File: src/rtl/sercfg_pkg.sv
package sercfg_pkg;
  localparam int DW = 8;
  localparam int NSRC = 5;
  localparam logic [2:0] A_DATA = 3'd0;
  localparam logic [2:0] A_IER  = 3'd1;
  localparam logic [2:0] A_IID  = 3'd2;
  localparam logic [2:0] A_LCR  = 3'd3;
  localparam logic [2:0] A_MCR  = 3'd4;
  localparam logic [2:0] A_LSR  = 3'd5;
  localparam logic [2:0] A_MSR  = 3'd6;

  typedef enum logic [3:0] {
    IID_MDM  = 4'b0000,
    IID_NONE = 4'b0001,
    IID_THRE = 4'b0010,
    IID_RXD  = 4'b0100,
    IID_LINE = 4'b0110,
    IID_TMO  = 4'b1100
  } iid_e;

  // source index 0 is the highest priority
  function automatic iid_e src_code(input int idx);
    case (idx)
      0:       return IID_LINE;
      1:       return IID_RXD;
      2:       return IID_TMO;
      3:       return IID_THRE;
      default: return IID_MDM;
    endcase
  endfunction
endpackage

File: src/rtl/sercfg_strobe_sync.sv
module sercfg_strobe_sync #(
  parameter int STAGES = 2
) (
  input  logic clk,
  input  logic rst_n,
  input  logic sel_n,
  input  logic rd_n,
  input  logic wr_n,
  output logic rd_pulse,
  output logic wr_pulse,
  output logic rd_hold
);
  localparam int CW = 3 * STAGES;

  logic [CW-1:0] chain_q;
  logic [2:0]    sync_w;
  logic          rd_lvl, wr_lvl, rd_prev_q, wr_prev_q;

  always_ff @(posedge clk or negedge rst_n) begin
    if (!rst_n) begin
      chain_q   <= '1;
      rd_prev_q <= 1'b0;
      wr_prev_q <= 1'b0;
    end else begin
      chain_q   <= {chain_q[CW-4:0], sel_n, rd_n, wr_n};
      rd_prev_q <= rd_lvl;
      wr_prev_q <= wr_lvl;
    end
  end

  always_comb begin
    sync_w   = chain_q[CW-1 -: 3];
    rd_lvl   = !sync_w[2] && !sync_w[1];
    wr_lvl   = !sync_w[2] && !sync_w[0];
    rd_pulse = rd_lvl && !rd_prev_q;
    wr_pulse = wr_lvl && !wr_prev_q;
    rd_hold  = rd_lvl;
  end

  AST_RD_SINGLE: assert property (@(posedge clk) disable iff (!rst_n)
    rd_pulse |=> !rd_pulse);
  AST_WR_SINGLE: assert property (@(posedge clk) disable iff (!rst_n)
    wr_pulse |=> !wr_pulse);
endmodule

File: src/rtl/sercfg_modem_stat.sv
module sercfg_modem_stat #(
  parameter int STAGES = 2
) (
  input  logic       clk,
  input  logic       rst_n,
  input  logic [3:0] lines_n,   // {dcd, ri, dsr, cts}
  input  logic       clr,
  output logic [7:0] msr
);
  localparam int CW = 4 * STAGES;

  logic [CW-1:0] chain_q;
  logic [3:0]    now_w, prev_q, delta_q, delta_d, set_w;

  always_comb begin
    now_w   = chain_q[CW-1 -: 4];
    set_w   = {now_w[3] ^ prev_q[3],
               now_w[2] && !prev_q[2],
               now_w[1] ^ prev_q[1],
               now_w[0] ^ prev_q[0]};
    delta_d = (clr ? 4'b0 : delta_q) | set_w;
    msr     = {~now_w, delta_q};
  end

  always_ff @(posedge clk or negedge rst_n) begin
    if (!rst_n) begin
      chain_q <= '1;
      prev_q  <= 4'hF;
      delta_q <= 4'h0;
    end else begin
      chain_q <= {chain_q[CW-5:0], lines_n};
      prev_q  <= now_w;
      delta_q <= delta_d;
    end
  end

  AST_DELTA_CLEAR: assert property (@(posedge clk) disable iff (!rst_n)
    (clr && set_w == 4'b0) |=> delta_q == 4'b0);
  AST_RING_FALL_QUIET: assert property (@(posedge clk) disable iff (!rst_n)
    (!now_w[2] && prev_q[2] && !delta_q[2]) |=> !delta_q[2]);
endmodule

File: src/rtl/sercfg_irq_prio.sv
module sercfg_irq_prio
  import sercfg_pkg::*;
(
  input  logic            clk,
  input  logic            rst_n,
  input  logic [NSRC-1:0] pend,
  input  logic [NSRC-1:0] en,
  output iid_e            iid,
  output logic            irq
);
  logic [NSRC-1:0] act, grant;
  logic            found;
  iid_e            iid_d;

  always_comb begin
    act   = pend & en;
    grant = '0;
    found = 1'b0;
    iid_d = IID_NONE;
    for (int i = 0; i < NSRC; i++) begin
      if (act[i] && !found) begin
        grant[i] = 1'b1;
        found    = 1'b1;
        iid_d    = src_code(i);
      end
    end
  end

  always_ff @(posedge clk or negedge rst_n) begin
    if (!rst_n) begin
      iid <= IID_NONE;
      irq <= 1'b0;
    end else begin
      iid <= iid_d;
      irq <= found;
    end
  end

  AST_GRANT_ONE: assert property (@(posedge clk) disable iff (!rst_n)
    $onehot0(grant));
  AST_IRQ_RAISE: assert property (@(posedge clk) disable iff (!rst_n)
    (|act) |=> irq);
  AST_IRQ_DROP: assert property (@(posedge clk) disable iff (!rst_n)
    (act == '0) |=> (!irq && iid == IID_NONE));
endmodule

File: src/rtl/sercfg_regfile.sv
module sercfg_regfile
  import sercfg_pkg::*;
#(
  parameter int SYNC_STAGES = 2
) (
  input  logic        clk,
  input  logic        rst_n,
  input  logic        sel_n,
  input  logic        rd_n,
  input  logic        wr_n,
  input  logic [2:0]  addr,
  input  logic [7:0]  din,
  output logic [7:0]  dout,
  output logic        dout_en,
  input  logic [7:0]  rx_data,
  input  logic        rx_ready,
  input  logic        rx_trig,
  input  logic        rx_tmo,
  input  logic        err_overrun,
  input  logic        err_parity,
  input  logic        err_framing,
  input  logic        err_break,
  input  logic        thr_empty,
  input  logic        tx_idle,
  input  logic        cts_n,
  input  logic        dsr_n,
  input  logic        ri_n,
  input  logic        dcd_n,
  output logic        irq,
  output logic        dtr_n,
  output logic        rts_n,
  output logic [7:0]  tx_data,
  output logic        tx_push,
  output logic        rx_pop,
  output logic [1:0]  word_len,
  output logic        stop_long,
  output logic        par_en,
  output logic        par_even,
  output logic        par_stick,
  output logic        brk_ctl,
  output logic        fifo_en,
  output logic        rdy_mode,
  output logic [1:0]  trig_sel,
  output logic        tx_clr,
  output logic        rx_clr,
  output logic [15:0] divisor,
  output logic        div_load
);
  localparam int DIVW = 2 * DW;

  // reset: asserted asynchronously, released on the clock
  logic [1:0] rst_pipe_q;
  logic       rst_ni;
  always_ff @(posedge clk or negedge rst_n) begin
    if (!rst_n) rst_pipe_q <= 2'b00;
    else        rst_pipe_q <= {rst_pipe_q[0], 1'b1};
  end
  assign rst_ni = rst_pipe_q[1];

  logic rd_pulse, wr_pulse, rd_hold;
  sercfg_strobe_sync #(.STAGES(SYNC_STAGES)) u_strobe (
    .clk(clk), .rst_n(rst_ni), .sel_n(sel_n), .rd_n(rd_n), .wr_n(wr_n),
    .rd_pulse(rd_pulse), .wr_pulse(wr_pulse), .rd_hold(rd_hold)
  );

  // state
  logic [3:0]    ier_q;
  logic [7:0]    lcr_q;
  logic [1:0]    mcr_q;
  logic          fifo_en_q, rdy_mode_q;
  logic [1:0]    trig_q;
  logic [DW-1:0] dll_q, dlm_q, tx_data_q, dout_q;
  logic [3:0]    lsr_err_q, lsr_err_d;   // {break, framing, parity, overrun}
  logic          thre_pend_q, thre_pend_d, thr_prev_q;
  logic          tx_push_q, rx_pop_q, div_load_q, tx_clr_q, rx_clr_q;

  // decode
  logic dlab, wr_dll, wr_dlm, wr_thr, wr_ier, wr_fcr, wr_lcr, wr_mcr;
  logic rd_rbr, rd_lsr, rd_msr, rd_iid, thr_rise;
  logic [7:0] msr_w, lsr_w, rd_mux;
  logic [NSRC-1:0] src_pend, src_en;
  iid_e iid_w;

  sercfg_modem_stat #(.STAGES(SYNC_STAGES)) u_modem (
    .clk(clk), .rst_n(rst_ni), .lines_n({dcd_n, ri_n, dsr_n, cts_n}),
    .clr(rd_msr), .msr(msr_w)
  );

  always_comb begin
    dlab   = lcr_q[7];
    wr_dll = wr_pulse &&  dlab && (addr == A_DATA);
    wr_dlm = wr_pulse &&  dlab && (addr == A_IER);
    wr_thr = wr_pulse && !dlab && (addr == A_DATA);
    wr_ier = wr_pulse && !dlab && (addr == A_IER);
    wr_fcr = wr_pulse && (addr == A_IID);
    wr_lcr = wr_pulse && (addr == A_LCR);
    wr_mcr = wr_pulse && (addr == A_MCR);
    rd_rbr = rd_pulse && !dlab && (addr == A_DATA);
    rd_iid = rd_pulse && (addr == A_IID);
    rd_lsr = rd_pulse && (addr == A_LSR);
    rd_msr = rd_pulse && (addr == A_MSR);

    thr_rise    = thr_empty && !thr_prev_q;
    lsr_err_d   = (rd_lsr ? 4'b0 : lsr_err_q)
                | {err_break, err_framing, err_parity, err_overrun};
    thre_pend_d = thr_rise
                || (thre_pend_q && !(wr_thr || (rd_iid && iid_w == IID_THRE)));

    lsr_w = {1'b0, tx_idle, thr_empty, lsr_err_q, rx_ready};

    case (addr)
      A_DATA:  rd_mux = dlab ? dll_q : rx_data;
      A_IER:   rd_mux = dlab ? dlm_q : {4'b0, ier_q};
      A_IID:   rd_mux = {4'b0, iid_w};
      A_LCR:   rd_mux = lcr_q;
      A_MCR:   rd_mux = {6'b0, mcr_q};
      A_LSR:   rd_mux = lsr_w;
      A_MSR:   rd_mux = msr_w;
      default: rd_mux = 8'h00;
    endcase

    // sources ranked: line, rx data, timeout, tx empty, modem
    src_pend = {|msr_w[3:0], thre_pend_q, rx_tmo, rx_trig, |lsr_err_q};
    src_en   = {ier_q[3], ier_q[1], ier_q[0], ier_q[0], ier_q[2]};
  end

  sercfg_irq_prio u_prio (
    .clk(clk), .rst_n(rst_ni), .pend(src_pend), .en(src_en),
    .iid(iid_w), .irq(irq)
  );

  always_ff @(posedge clk or negedge rst_ni) begin
    if (!rst_ni) begin
      ier_q       <= '0;
      lcr_q       <= '0;
      mcr_q       <= '0;
      fifo_en_q   <= 1'b0;
      rdy_mode_q  <= 1'b0;
      trig_q      <= '0;
      dll_q       <= '0;
      dlm_q       <= '0;
      tx_data_q   <= '0;
      dout_q      <= '0;
      lsr_err_q   <= '0;
      thre_pend_q <= 1'b0;
      thr_prev_q  <= 1'b0;
      tx_push_q   <= 1'b0;
      rx_pop_q    <= 1'b0;
      div_load_q  <= 1'b0;
      tx_clr_q    <= 1'b0;
      rx_clr_q    <= 1'b0;
    end else begin
      if (wr_ier) ier_q <= din[3:0];
      if (wr_lcr) lcr_q <= din;
      if (wr_mcr) mcr_q <= din[1:0];
      if (wr_fcr) begin
        fifo_en_q  <= din[0];
        rdy_mode_q <= din[3];
        trig_q     <= din[7:6];
      end
      if (wr_dll) dll_q <= din;
      if (wr_dlm) dlm_q <= din;
      if (wr_thr) tx_data_q <= din;
      if (rd_pulse) dout_q <= rd_mux;
      lsr_err_q   <= lsr_err_d;
      thre_pend_q <= thre_pend_d;
      thr_prev_q  <= thr_empty;
      tx_push_q   <= wr_thr;
      rx_pop_q    <= rd_rbr;
      div_load_q  <= wr_dll || wr_dlm;
      tx_clr_q    <= wr_fcr && din[2];
      rx_clr_q    <= wr_fcr && din[1];
    end
  end

  assign dout      = dout_q;
  assign dout_en   = rd_hold;
  assign dtr_n     = !mcr_q[0];
  assign rts_n     = !mcr_q[1];
  assign tx_data   = tx_data_q;
  assign tx_push   = tx_push_q;
  assign rx_pop    = rx_pop_q;
  assign word_len  = lcr_q[1:0];
  assign stop_long = lcr_q[2];
  assign par_en    = lcr_q[3];
  assign par_even  = lcr_q[4];
  assign par_stick = lcr_q[5];
  assign brk_ctl   = lcr_q[6];
  assign fifo_en   = fifo_en_q;
  assign rdy_mode  = rdy_mode_q;
  assign trig_sel  = trig_q;
  assign tx_clr    = tx_clr_q;
  assign rx_clr    = rx_clr_q;
  assign divisor   = DIVW'({dlm_q, dll_q});
  assign div_load  = div_load_q;

  AST_DTR_WRITE: assert property (@(posedge clk) disable iff (!rst_ni)
    wr_mcr |=> (dtr_n == !$past(din[0]) && rts_n == !$past(din[1])));
  AST_LSR_CLEAR: assert property (@(posedge clk) disable iff (!rst_ni)
    (rd_lsr && !err_break && !err_framing && !err_parity && !err_overrun)
    |=> lsr_err_q == 4'b0);
  AST_DIV_PULSE: assert property (@(posedge clk) disable iff (!rst_ni)
    div_load |=> !div_load);
  AST_THRE_CLEAR: assert property (@(posedge clk) disable iff (!rst_ni)
    (wr_thr && !thr_rise) |=> !thre_pend_q);
  AST_POP_ONCE: assert property (@(posedge clk) disable iff (!rst_ni)
    rx_pop |=> !rx_pop);
endmodule

File: config.mk
export PLATFORM = sky130hd
export DESIGN_NAME = sercfg_regfile
export DESIGN_NICKNAME = d
export VERILOG_FILES = /design/src/rtl/sercfg_pkg.sv /design/src/rtl/sercfg_strobe_sync.sv /design/src/rtl/sercfg_modem_stat.sv /design/src/rtl/sercfg_irq_prio.sv /design/src/rtl/sercfg_regfile.sv
export SDC_FILE = /design/constraint.sdc
export NUM_CORES = 1
export LEC_CHECK = 0
export ABC_AREA = 1
export BUFFER_PORTS_ARGS = -buffer_cell sky130_fd_sc_hd__buf_2
export CELL_PAD_IN_SITES_DETAIL_PLACEMENT = 2
export CELL_PAD_IN_SITES_GLOBAL_PLACEMENT = 2
export CORE_MARGIN = 1.5
export CORE_UTILIZATION = 35
export CTS_CLUSTER_DIAMETER = 200
export DETAILED_ROUTE_END_ITERATION = 6
export GPL_ROUTABILITY_DRIVEN = 0
export GPL_TIMING_DRIVEN = 0
export HOLD_SLACK_MARGIN = 0.05
export PLACE_DENSITY_LB_ADDON = 0.1
export SYNTH_ARGS = -nofsm -noshare
export SYNTH_HDL_FRONTEND = slang
export SYNTH_HIERARCHICAL = 1
export SYNTH_SLANG_ARGS = --single-unit
File: constraint.sdc
create_clock -name clk -period 8.5 [get_ports clk]
set_input_delay 1.275 -clock clk [delete_from_list [all_inputs] [get_ports clk]]
set_output_delay 1.275 -clock clk [all_outputs]
set_load 0.01 [all_outputs]
### Word level (Yosys, flattened, before mapping)

Cells that the tools add are included.

* reduce and logical (&&, ||, !) cells: 49
* bitwise gates (word level): 7
* equal/unequal tests: 7
* multiplexer cells: 15

Operator list (count)
* 8-bit case mux with 7 select lines: 1
* 1-bit logical AND: 28
* 4-bit 2-to-1 mux: 5
* 8-bit 2-to-1 mux: 2
* 1-bit zero test: 15
* 3-bit == test (second input constant): 3
* 4-bit OR: 2
* 4-bit OR reduction: 2
* 3-bit by 2-bit == test with 1-bit output (second input constant): 2
* 3-bit 2-to-1 mux: 2
* 5-bit bitwise AND: 1
* 1-bit 2-to-1 mux: 5
* 4-bit by 2-bit == test with 1-bit output (second input constant): 1
* 4-bit NOT: 1
* 3-bit by 1-bit == test with 1-bit output (second input constant): 1
* 3-bit zero test: 1
* 1-bit logical OR: 3
* 1-bit bitwise XOR: 3

* logic and storage cells: 105
* flip-flop bits (word level): 92
* bits of input ports: 37

### Longest topological paths before layout

Gate-level depths: netlist of run 1.

* depth in word-level cells: 15
* gate-level depth with buffers: 10
* depth with buffers taken out: 9

### Hierarchy

The synthesis of run 1 kept the hierarchy.

Modules (own cells, without submodules)
* sercfg_regfile: cells an instance 364, times used 1, seq. area each 1576.5 um^2, area an instance 3113.0 um^2
* sercfg_modem_stat: cells an instance 38, times used 1, seq. area each 415.4 um^2, area an instance 510.5 um^2
* sercfg_strobe_sync: cells an instance 17, times used 1, seq. area each 207.7 um^2, area an instance 251.5 um^2
* sercfg_irq_prio: cells an instance 19, times used 1, seq. area each 126.4 um^2, area an instance 210.2 um^2

### Least setup slack after synthesis of run 1

No wires, ideal clock.

* path kind: input -> register
* from: input addr[2]
* to: register u_modem.delta_q[0]
* path slack: 6.300 ns
* path buffers: 2
* data required time: 8.379 ns
* arrival: 2.079 ns
* setup time: 0.121 ns
* cell stages on the path: 7
* cell sequence: buf_6 inv_4 buf_6 nor4_1 inv_2 nand2_1 nand3_2

* word-level cells in the longest chain between the ends: 4

RTL lines
* start: declaration: line sercfg_regfile.sv:11 `input logic [2:0] addr,`
* 3-bit == test: line sercfg_regfile.sv:101 `rd_msr = rd_pulse && (addr == A_MSR);`
* 1-bit logical AND: line sercfg_regfile.sv:101
* via rd_msr: line sercfg_regfile.sv:79 `logic rd_rbr, rd_lsr, rd_msr, rd_iid, thr_rise;`
* 4-bit 2-to-1 mux: line sercfg_modem_stat.sv:21 `delta_d = (clr ? 4'b0 : delta_q) | set_w;`
* 4-bit OR: line sercfg_modem_stat.sv:21
* via u_modem.delta_d[0]: line sercfg_modem_stat.sv:13 `logic [3:0] now_w, prev_q, delta_q, delta_d, set_w;`
* end signal: assignment: line sercfg_modem_stat.sv:33 `delta_q <= delta_d;`
* end: declaration: line sercfg_modem_stat.sv:13

The timed path passes the listed nets, and every way through them passes these cells.
A chain may end at the register's enable or synchronous reset.

### Final worst setup path of run 1

* from: register u_strobe.chain_q[5]
* to: output dout_en

* word-level cells in the longest chain between the ends: 2

RTL lines
* start: declaration: line sercfg_strobe_sync.sv:15 `logic [CW-1:0] chain_q;`
* start signal: assignment: line sercfg_strobe_sync.sv:25 `chain_q <= {chain_q[CW-4:0], sel_n, rd_n, wr_n};`
* 1-bit zero test: line sercfg_strobe_sync.sv:33 `rd_lvl = !sync_w[2] && !sync_w[1];`
* 1-bit logical AND: line sercfg_strobe_sync.sv:33
* end: declaration: line sercfg_regfile.sv:14 `output logic dout_en,`

Every way passes these cells.

==> results_dict.tcl, run 1 <==
set metrics [dict create \
    cts_resized 0 \
    path_clk_slew_ps 70 \
    cts_tree "built" \
    grtUsageMet1_pct 28.6 \
    p_seq_share_pct 46.4 \
    post-dp-hpwl_um 8830 \
    grt_max_degree 58 \
    utilization_pct 44.1 \
    synth_top_cell_area_share_pct 44.7 \
    critPathLaunchType "flop" \
    firstDrtPassIters 4 \
    end_kind "output pin" \
    core_area_um2 11400 \
    die_h_um 111 \
    grt-busiest-layer "met2" \
    hold_viol_final 0 \
    drive_gt1_share_pct 36.3 \
    finalSetupViolations 0 \
    std_cell_rows 39 \
    synthDistinctLibCells 30 \
    synthFlopType "dfrtp_1" \
    diodes 0 \
    postCtsSetupBuffers 0 \
    p_comb_share_pct 18.3 \
    via_per_inst 4.83 \
    vdd_drop_max_uv 94.0 \
    syn_to_final_growth_pct 23.2 \
    wire_per_inst_um 17.8 \
    synth_compound_area_share_pct 9.80 \
    critical_path_arrival_ps 1160 \
    synth_seq_cells 92 \
    whs_ps 291 \
    max_freq_mhz 410 \
    power-per-cell-area_nw_per_um2 232 \
    synthSimpleGateAreaFrac_pct 25.0 \
    clkPwrFrac_pct 35.3 \
    postSynthCellCount 438 \
    rsz0062_at_grt "false" \
    cts.path.max_buffers 2 \
    syn-cell-area_um2 4090 \
    finalCriticalPeriod_ps 2440 \
    drv_slew 0 \
    htreeDepth 3 \
    synthMuxAreaShare_pct 0 \
    swShare_pct 29.8 \
    worstPathRequired_ps 7220 \
    postPlaceCellArea_um2 4720 \
    wl_um 12100 \
    drt_iter0_markers 125 \
    grt_use_met2_pct 33.5 \
    seq_area_frac_synth_pct 56.9 \
    synthArstFlopShare_pct 100 \
    grt_overflow 0 \
    cp_max_fo 2 \
    layout_common_cells "nand2_1 (139), buf_2 (90), dfrtp_1 (72)" \
    dieArea_um2 12300 \
    fp.dieW_um 111 \
    switchingPower_uw 348 \
    drtAntennaViolNets 0 \
    cts_hold_buf 0 \
    final_common_cell "nand2_1" \
    vias 3301 \
    cap_viol_max_count 0 \
    antenna_found_initial 0 \
    status "completed" \
    met3_usage_pct 2.79 \
    synth_nets 475 \
    clock-sinks 92 \
    fillers 1274 \
    synthTopCellsByArea "dfrtp_1 (45%), nand2_1 (13%), dfstp_2 (12%), o21ai_2 (5.1%), inv_1 (3.6%)" \
    fin_nets 572 \
    final.period_utilization_pct 28.7 \
    grt_pass1_vias 3592 \
    hold_class "reg -> async" \
    port_buffers 85 \
    p_int_uw 818 \
    setup-tns-final_ps 0 \
    cts_buffers 9 \
    drc 0 \
    root_buffer "clkbuf_16" \
    stdcell_area_um2 5030 \
    yosysWarnings 6 \
    final.setup_skew_ps 7.73 \
    synth_area_per_cell_um2 9.33 \
    setup.worst_path.class "reg -> out" \
    io_pins 89 \
    synth_top_family_by_area "simple AND/OR/NAND/NOR gates" \
    start_util_pct 35.8 \
    synth_edf_count 0 \
    clock_latency_ps 330 \
    synth_xor_area_share_pct 0 \
    yosys.area_share.adder_pct 0 \
    grt_use_total_pct 20.6 \
    synth_area_leader_cell "dfrtp_1" \
    p_leak_nw 2.75 \
    grt_first_pass_wirelength_um 19600 \
]
## layout make-up
type                       count  area (um2)  share of cell area (%)
clock inverter                 5        36.3                   0.721
multi-input combinational    279        1430                    28.3
timing repair buffer          86         453                    9.00
clock buffer                  11         275                    5.47
sequential                    92        2330                    46.3
inverter                      49         189                    3.75
tap                          143         179                    3.56
buffer                        18         145                    2.88
## critical path, stage by stage, from the launching register on
cell and delay [ps]:
dfstp_2 530, inv_2 40, nand2_2 70, inv_1 60, buf_2 130
## sequential cells by signal, indices dropped and copies added (netlist names), 2 cells and up
name	flops
lsr_err_q	4
u_modem/chain_q	8
dll_q	8
mcr_q	2
u_prio/iid	4
lcr_q	8
tx_data	8
u_modem/delta_q	4
dout	8
trig_sel	2
ier_q	4
u_modem/prev_q	4
rst_pipe_q	2
u_strobe/chain_q	6
dlm_q	8
## cell usage after synthesis, drive strengths merged (4+ instances only)
cell and number:
nand2 152, dfrtp 73, o21ai 52, inv 49, nor2 29, nand4 21
dfstp 19, buf 17, nand3 13, a21oi 4, o21bai 4
## power groups by stage
| stage | clock (mW) | combinational (mW) | sequential (mW) |
|---|---|---|---|
| 2_1_floorplan | 0 | 0.111 | 0.558 |
| 3_3_place_gp | 0 | 0.200 | 0.551 |
| 3_5_place_dp | 0 | 0.215 | 0.549 |
| 4_1_cts | 0.428 | 0.218 | 0.542 |
| 5_1_grt | 0.442 | 0.239 | 0.549 |
| 6_report | 0.411 | 0.213 | 0.541 |
## logic make-up after synthesis
kind of cell,Yosys count
and+or+nand+nor,218
DFF,92
buffers and inverters,67
AOI/OAI and AO/OA,60
other,1
## metal layers
metal	up-vias	wire [um]
li1	1589	-
met5	-	0
met1	1625	5550
met3	9	546
met2	78	5870
met4	0	180
## final timing paths
path	endpoint	slack (ps)	startpoint	cells past startpoint
min reg2reg	u_strobe/wr_prev_q	290	rst_pipe_q[1]	0
max	dout_en	6060	u_strobe/chain_q[5]	4
max reg2reg	u_modem/delta_q[0]	6610	u_strobe/chain_q[5]	10
min in group clk	u_modem/chain_q[7]	360	u_modem/chain_q[3]	0
min	u_strobe/wr_prev_q	290	rst_pipe_q[1]	0
max in group asynchronous	dout[4]	7560	rst_pipe_q[1]	1
## per-stage QoR
step / worst slack (ps) / total power, mW / cells
after floorplan: 5780 / 0.670 / 438
after CTS: 6030 / 1.19 / 683
after detailed placement: 6060 / 0.764 / 667
after global routing: 6000 / 1.23 / 683
after global placement: 4620 / 0.751 / 666
final: 6060 / 1.17 / 683
Power figures use the tool's default switching activity.
==> run 2, diff against run 1 <==
- CORE_UTILIZATION: 35 -> 33
- clock period: 8.5 -> 2.5 ns (I/O delays scaled with it)
==> results_dict.tcl, run 2 (synthesized netlist as in run 1, its figures left out) <==
set metrics [dict create \
    final.period_utilization_pct 78.2 \
    clock_latency_ps 360 \
    path_clk_slew_ps 70 \
    timing.rr.start "u_strobe/chain_q[5]" \
    syn_to_final_growth_pct 25.0 \
    antenna_found_initial 0 \
    min_path_cells 1 \
    wl_um 12100 \
    reg2reg_to "u_modem/delta_q[3]" \
    hold_viol_final 0 \
    drt_iter0_markers 95 \
    core_area_um2 12100 \
    final_common_cell "nand2_1" \
    dieArea_um2 13100 \
    clock-sinks 92 \
    setup.worst_path.class "reg -> reg" \
    min-delay-start "ri_n" \
    cts_buffers 9 \
    p_leak_nw 2.77 \
    rsz0062_at_grt "false" \
    grt_use_total_pct 20.2 \
    wire_per_inst_um 17.1 \
    via_per_inst 4.70 \
    setup-tns-final_ps 0 \
    firstDrtPassIters 4 \
    dpl_worst_slack_ps 582 \
    root_buffer "clkbuf_16" \
    drtAntennaViolNets 0 \
    cts_resized 0 \
    hold_class "in -> reg" \
    utilization_pct 42.3 \
    end_kind "flop" \
    post-dp-hpwl_um 9160 \
    status "completed" \
    start_util_pct 33.9 \
    grt_max_degree 56 \
    r2r_setup_slack_ps 550 \
    cts.path.max_buffers 2 \
    cts_tree "built" \
    cap_viol_max_count 0 \
    grt_first_pass_wirelength_um 19500 \
    vias 3334 \
    power-per-cell-area_nw_per_um2 805 \
    setup_ws_ps 546 \
    std_cell_rows 40 \
    finalSetupViolations 0 \
    layout_common_cells "nand2_1 (139), buf_2 (90), dfrtp_1 (72)" \
    reg2regPathDepth 10 \
    fp.dieW_um 114 \
    max_freq_mhz 512 \
    grt_overflow 0 \
    worstPathRequired_ps 2730 \
    grt_pass1_vias 3641 \
    cp_max_fo 10 \
    die_h_um 114 \
    drv_slew 0 \
    whs_endpoint "u_modem/chain_q[2]" \
    postPlaceCellArea_um2 4750 \
    final.setup_skew_ps 7.90 \
    port_buffers 85 \
    finalCriticalPeriod_ps 1950 \
    diodes 0 \
    io_pins 89 \
    stdcell_area_um2 5110 \
    post-layout-total-power_mw 4.11 \
    critical_path_arrival_ps 2180 \
    vdd_drop_max_uv 374 \
    drc 0 \
    drive_gt1_share_pct 36.2 \
    htreeDepth 3 \
    fin_nets 573 \
    critPathLaunchType "flop" \
]
run 2: cell types whose count changed in the layout (fill, tap and decap cells not counted), sizes merged:
cell and change:
inv -1, bufinv +1, dlygate4sd3 +1, clkbuf +1, clkinv -1
run 2: cell type report:
class,count,area [um2]
inverter,49,189
clock inverter,4,56.3
fill,1344,6950
timing repair buffer,87,463
sequential,92,2330
clock buffer,12,289
tap,168,210
multi-input combinational,279,1430
buffer,18,145
run 2: how the worst max path moves through the flow:
stage | slack (ps) | cells after the start | from | endpoint
after floorplan | 970 | 0 | rst_pipe_q[1] | div_load
after global placement | 350 | 0 | rst_pipe_q[1] | dout[6]
after detailed placement | 580 | 10 | u_strobe/chain_q[5] | u_modem/delta_q[1]
after CTS | 520 | 10 | u_strobe/chain_q[5] | u_modem/delta_q[3]
after global routing | 380 | 10 | u_strobe/chain_q[4] | u_modem/delta_q[3]
final | 550 | 10 | u_strobe/chain_q[5] | u_modem/delta_q[3]
run 2: per-layer routing:
layer,track usage [%],routed length (um)
met2,33.5,5790
met5,0,0
met1,26.2,5610
met4,8.83,284
met3,3.12,425
run 2: stage by stage:
step | hold slack (ps) | std cells
2_1_floorplan | 79.4 | 438
3_3_place_gp | 160 | 691
3_5_place_dp | 160 | 692
4_1_cts | 103 | 709
5_1_grt | 106 | 709
6_report | 115 | 709
run 2: where the power goes:
part           internal (mW)  leakage, nW  switching [mW]
Clock                  0.933        0.170           0.611
Combinational          0.285         1.48           0.440
Sequential              1.69         1.11           0.148
Total                   2.91         2.77            1.20
run 2: worst max-delay path, cell delays in order (launching register included):
cell	delay, ps
dfstp_2	370
inv_2	60
nand2_2	60
nor2_2	70
buf_2	240
inv_1	140
clkbuf_1	260
nor4_1	340
inv_2	100
nand2_1	90
nand3_1	90
run 2: timing repair:
action,CTS,global route
hold buffers,1,0
setup buffers,0,0
endpoints found under the hold margin,2,0
==> run 3, diff against run 2 <==
- clock period: 2.5 -> 2.1 ns (I/O delays scaled with it)
==> results_dict.tcl, run 3 (synthesized netlist as in run 1, its figures left out) <==
set metrics [dict create \
    antenna_found_initial 0 \
    rsz0062_at_grt "false" \
    layout_common_cells "nand2_1 (139), buf_2 (90), dfrtp_1 (72)" \
    drtAntennaViolNets 0 \
    clock-sinks 92 \
    fin_nets 580 \
    worstPathRequired_ps 2330 \
    grt_use_total_pct 20.3 \
    cp_common_cell "inv_2" \
    critPathLaunchType "flop" \
    setup.worst_path.class "reg -> reg" \
    grt_first_pass_wirelength_um 19600 \
    cts_tree "built" \
    drc 0 \
    clock_latency_ps 360 \
    max_freq_mhz 540 \
    crit_family "buffers and inverters" \
    vias 3349 \
    status "completed" \
    vdd_drop_max_uv 446 \
    cap_viol_max_count 0 \
    path_clk_slew_ps 70 \
    grt_pass1_vias 3657 \
    cp_max_fo 10 \
    cts.path.max_buffers 2 \
    core_area_um2 12100 \
    root_buffer "clkbuf_16" \
    p_leak_nw 2.80 \
    grt_overflow 0 \
    postCtsSetupBuffers 0 \
    utilization_pct 43.0 \
    grt_max_degree 56 \
    path_cells "inv_2 -> nand2_2 -> nor2_2 -> buf_2 -> inv_1 -> clkbuf_1 -> nor4_2 -> inv_2 -> nand2_1 -> nand3_1" \
    end_kind "flop" \
    setup_ws_ps 250 \
    critPathMaxStageDelay_ps 370 \
    power-per-cell-area_nw_per_um2 946 \
    drt_iter0_markers 98 \
    htreeDepth 3 \
    final.period_utilization_pct 88.1 \
    syn_to_final_growth_pct 26.9 \
    std_cell_rows 40 \
    die_h_um 114 \
    io_pins 89 \
    wire_per_inst_um 17.0 \
    hold_class "in -> reg" \
    fp.dieW_um 114 \
    final.setup_skew_ps 7.16 \
    post-layout-total-power_mw 4.91 \
    post-dp-hpwl_um 9160 \
    path_buf_inv 5 \
    dieArea_um2 13100 \
    setup-tns-final_ps 0 \
    port_buffers 85 \
    firstDrtPassIters 4 \
    via_per_inst 4.68 \
    cp_slowest_cell "dfstp_2" \
    start_util_pct 33.9 \
    drv_slew 0 \
    drive_gt1_share_pct 35.9 \
    hold_viol_final 0 \
    wl_um 12200 \
    cts_buffers 9 \
    r2r_setup_slack_ps 250 \
    finalSetupViolations 0 \
    final_common_cell "nand2_1" \
    dpl_worst_slack_ps 182 \
    diodes 0 \
    finalCriticalPeriod_ps 1850 \
    critical_path_arrival_ps 2080 \
]
## run 3: stage by stage
step / cells / cell area [um2] / hold WS, ps
after floorplan: 438 / 4090 / 19.4
after global placement: 691 / 4720 / 100
after detailed placement: 692 / 4750 / 100
after CTS: 716 / 5180 / 71.1
after global routing: 716 / 5180 / 85.5
final: 716 / 5180 / 80.4
## run 3: repair_timing
action	CTS	global route
hold endpoints to repair	9	0
resized for setup	0	1
hold buffers	8	0
setup endpoints to repair	0	3
## run 3: per-layer routing
layer  vias up  GRT usage [%]  part of all wire, %
li1       1600              -                    -
met3        16           3.12                  3.4
met5         -              0                    0
met4         0           8.33                  2.0
met2        69           34.1                   48
met1      1664           26.3                   46
## run 3: path summary, 6_finish.rpt
kind,from,end,depth (start not counted)
setup / recovery,u_strobe/chain_q[5],u_modem/delta_q[3],10
hold / removal,thr_empty,thr_prev_q,1
setup reg to reg,u_strobe/chain_q[5],u_modem/delta_q[3],10
hold reg to reg,rst_pipe_q[1],u_strobe/rd_prev_q,0
max in group asynchronous,rst_pipe_q[1],lcr_q[4],1
min in group asynchronous,rst_n,rst_pipe_q[0],2
## run 3: area by class of cell
cell class / instances / area (um2)
Tap cell: 168 / 210
Clock buffer: 12 / 289
Timing Repair Buffer: 94 / 533
Clock inverter: 4 / 56.3
Inverter: 49 / 189
Sequential cell: 92 / 2330
Fill cell: 1346 / 6880
Multi-Input combinational cell: 279 / 1430
Buffer: 18 / 145
## run 3: report_power, final
part	internal, mW	total, mW	leakage, nW	switching [mW]
Sequential	2.02	2.19	1.11	0.177
Combinational	0.348	0.875	1.51	0.527
Clock	1.11	1.84	0.170	0.728
Total	3.47	4.91	2.80	1.43
## run 3: worst register-to-register path, stage by stage (launching register included)
cell      delay (ps)
dfstp_2          370
inv_2             60
nand2_2           60
nor2_2            70
buf_2            240
inv_1            140
clkbuf_1         270
nor4_2           260
inv_2            100
nand2_1           90
nand3_1           80
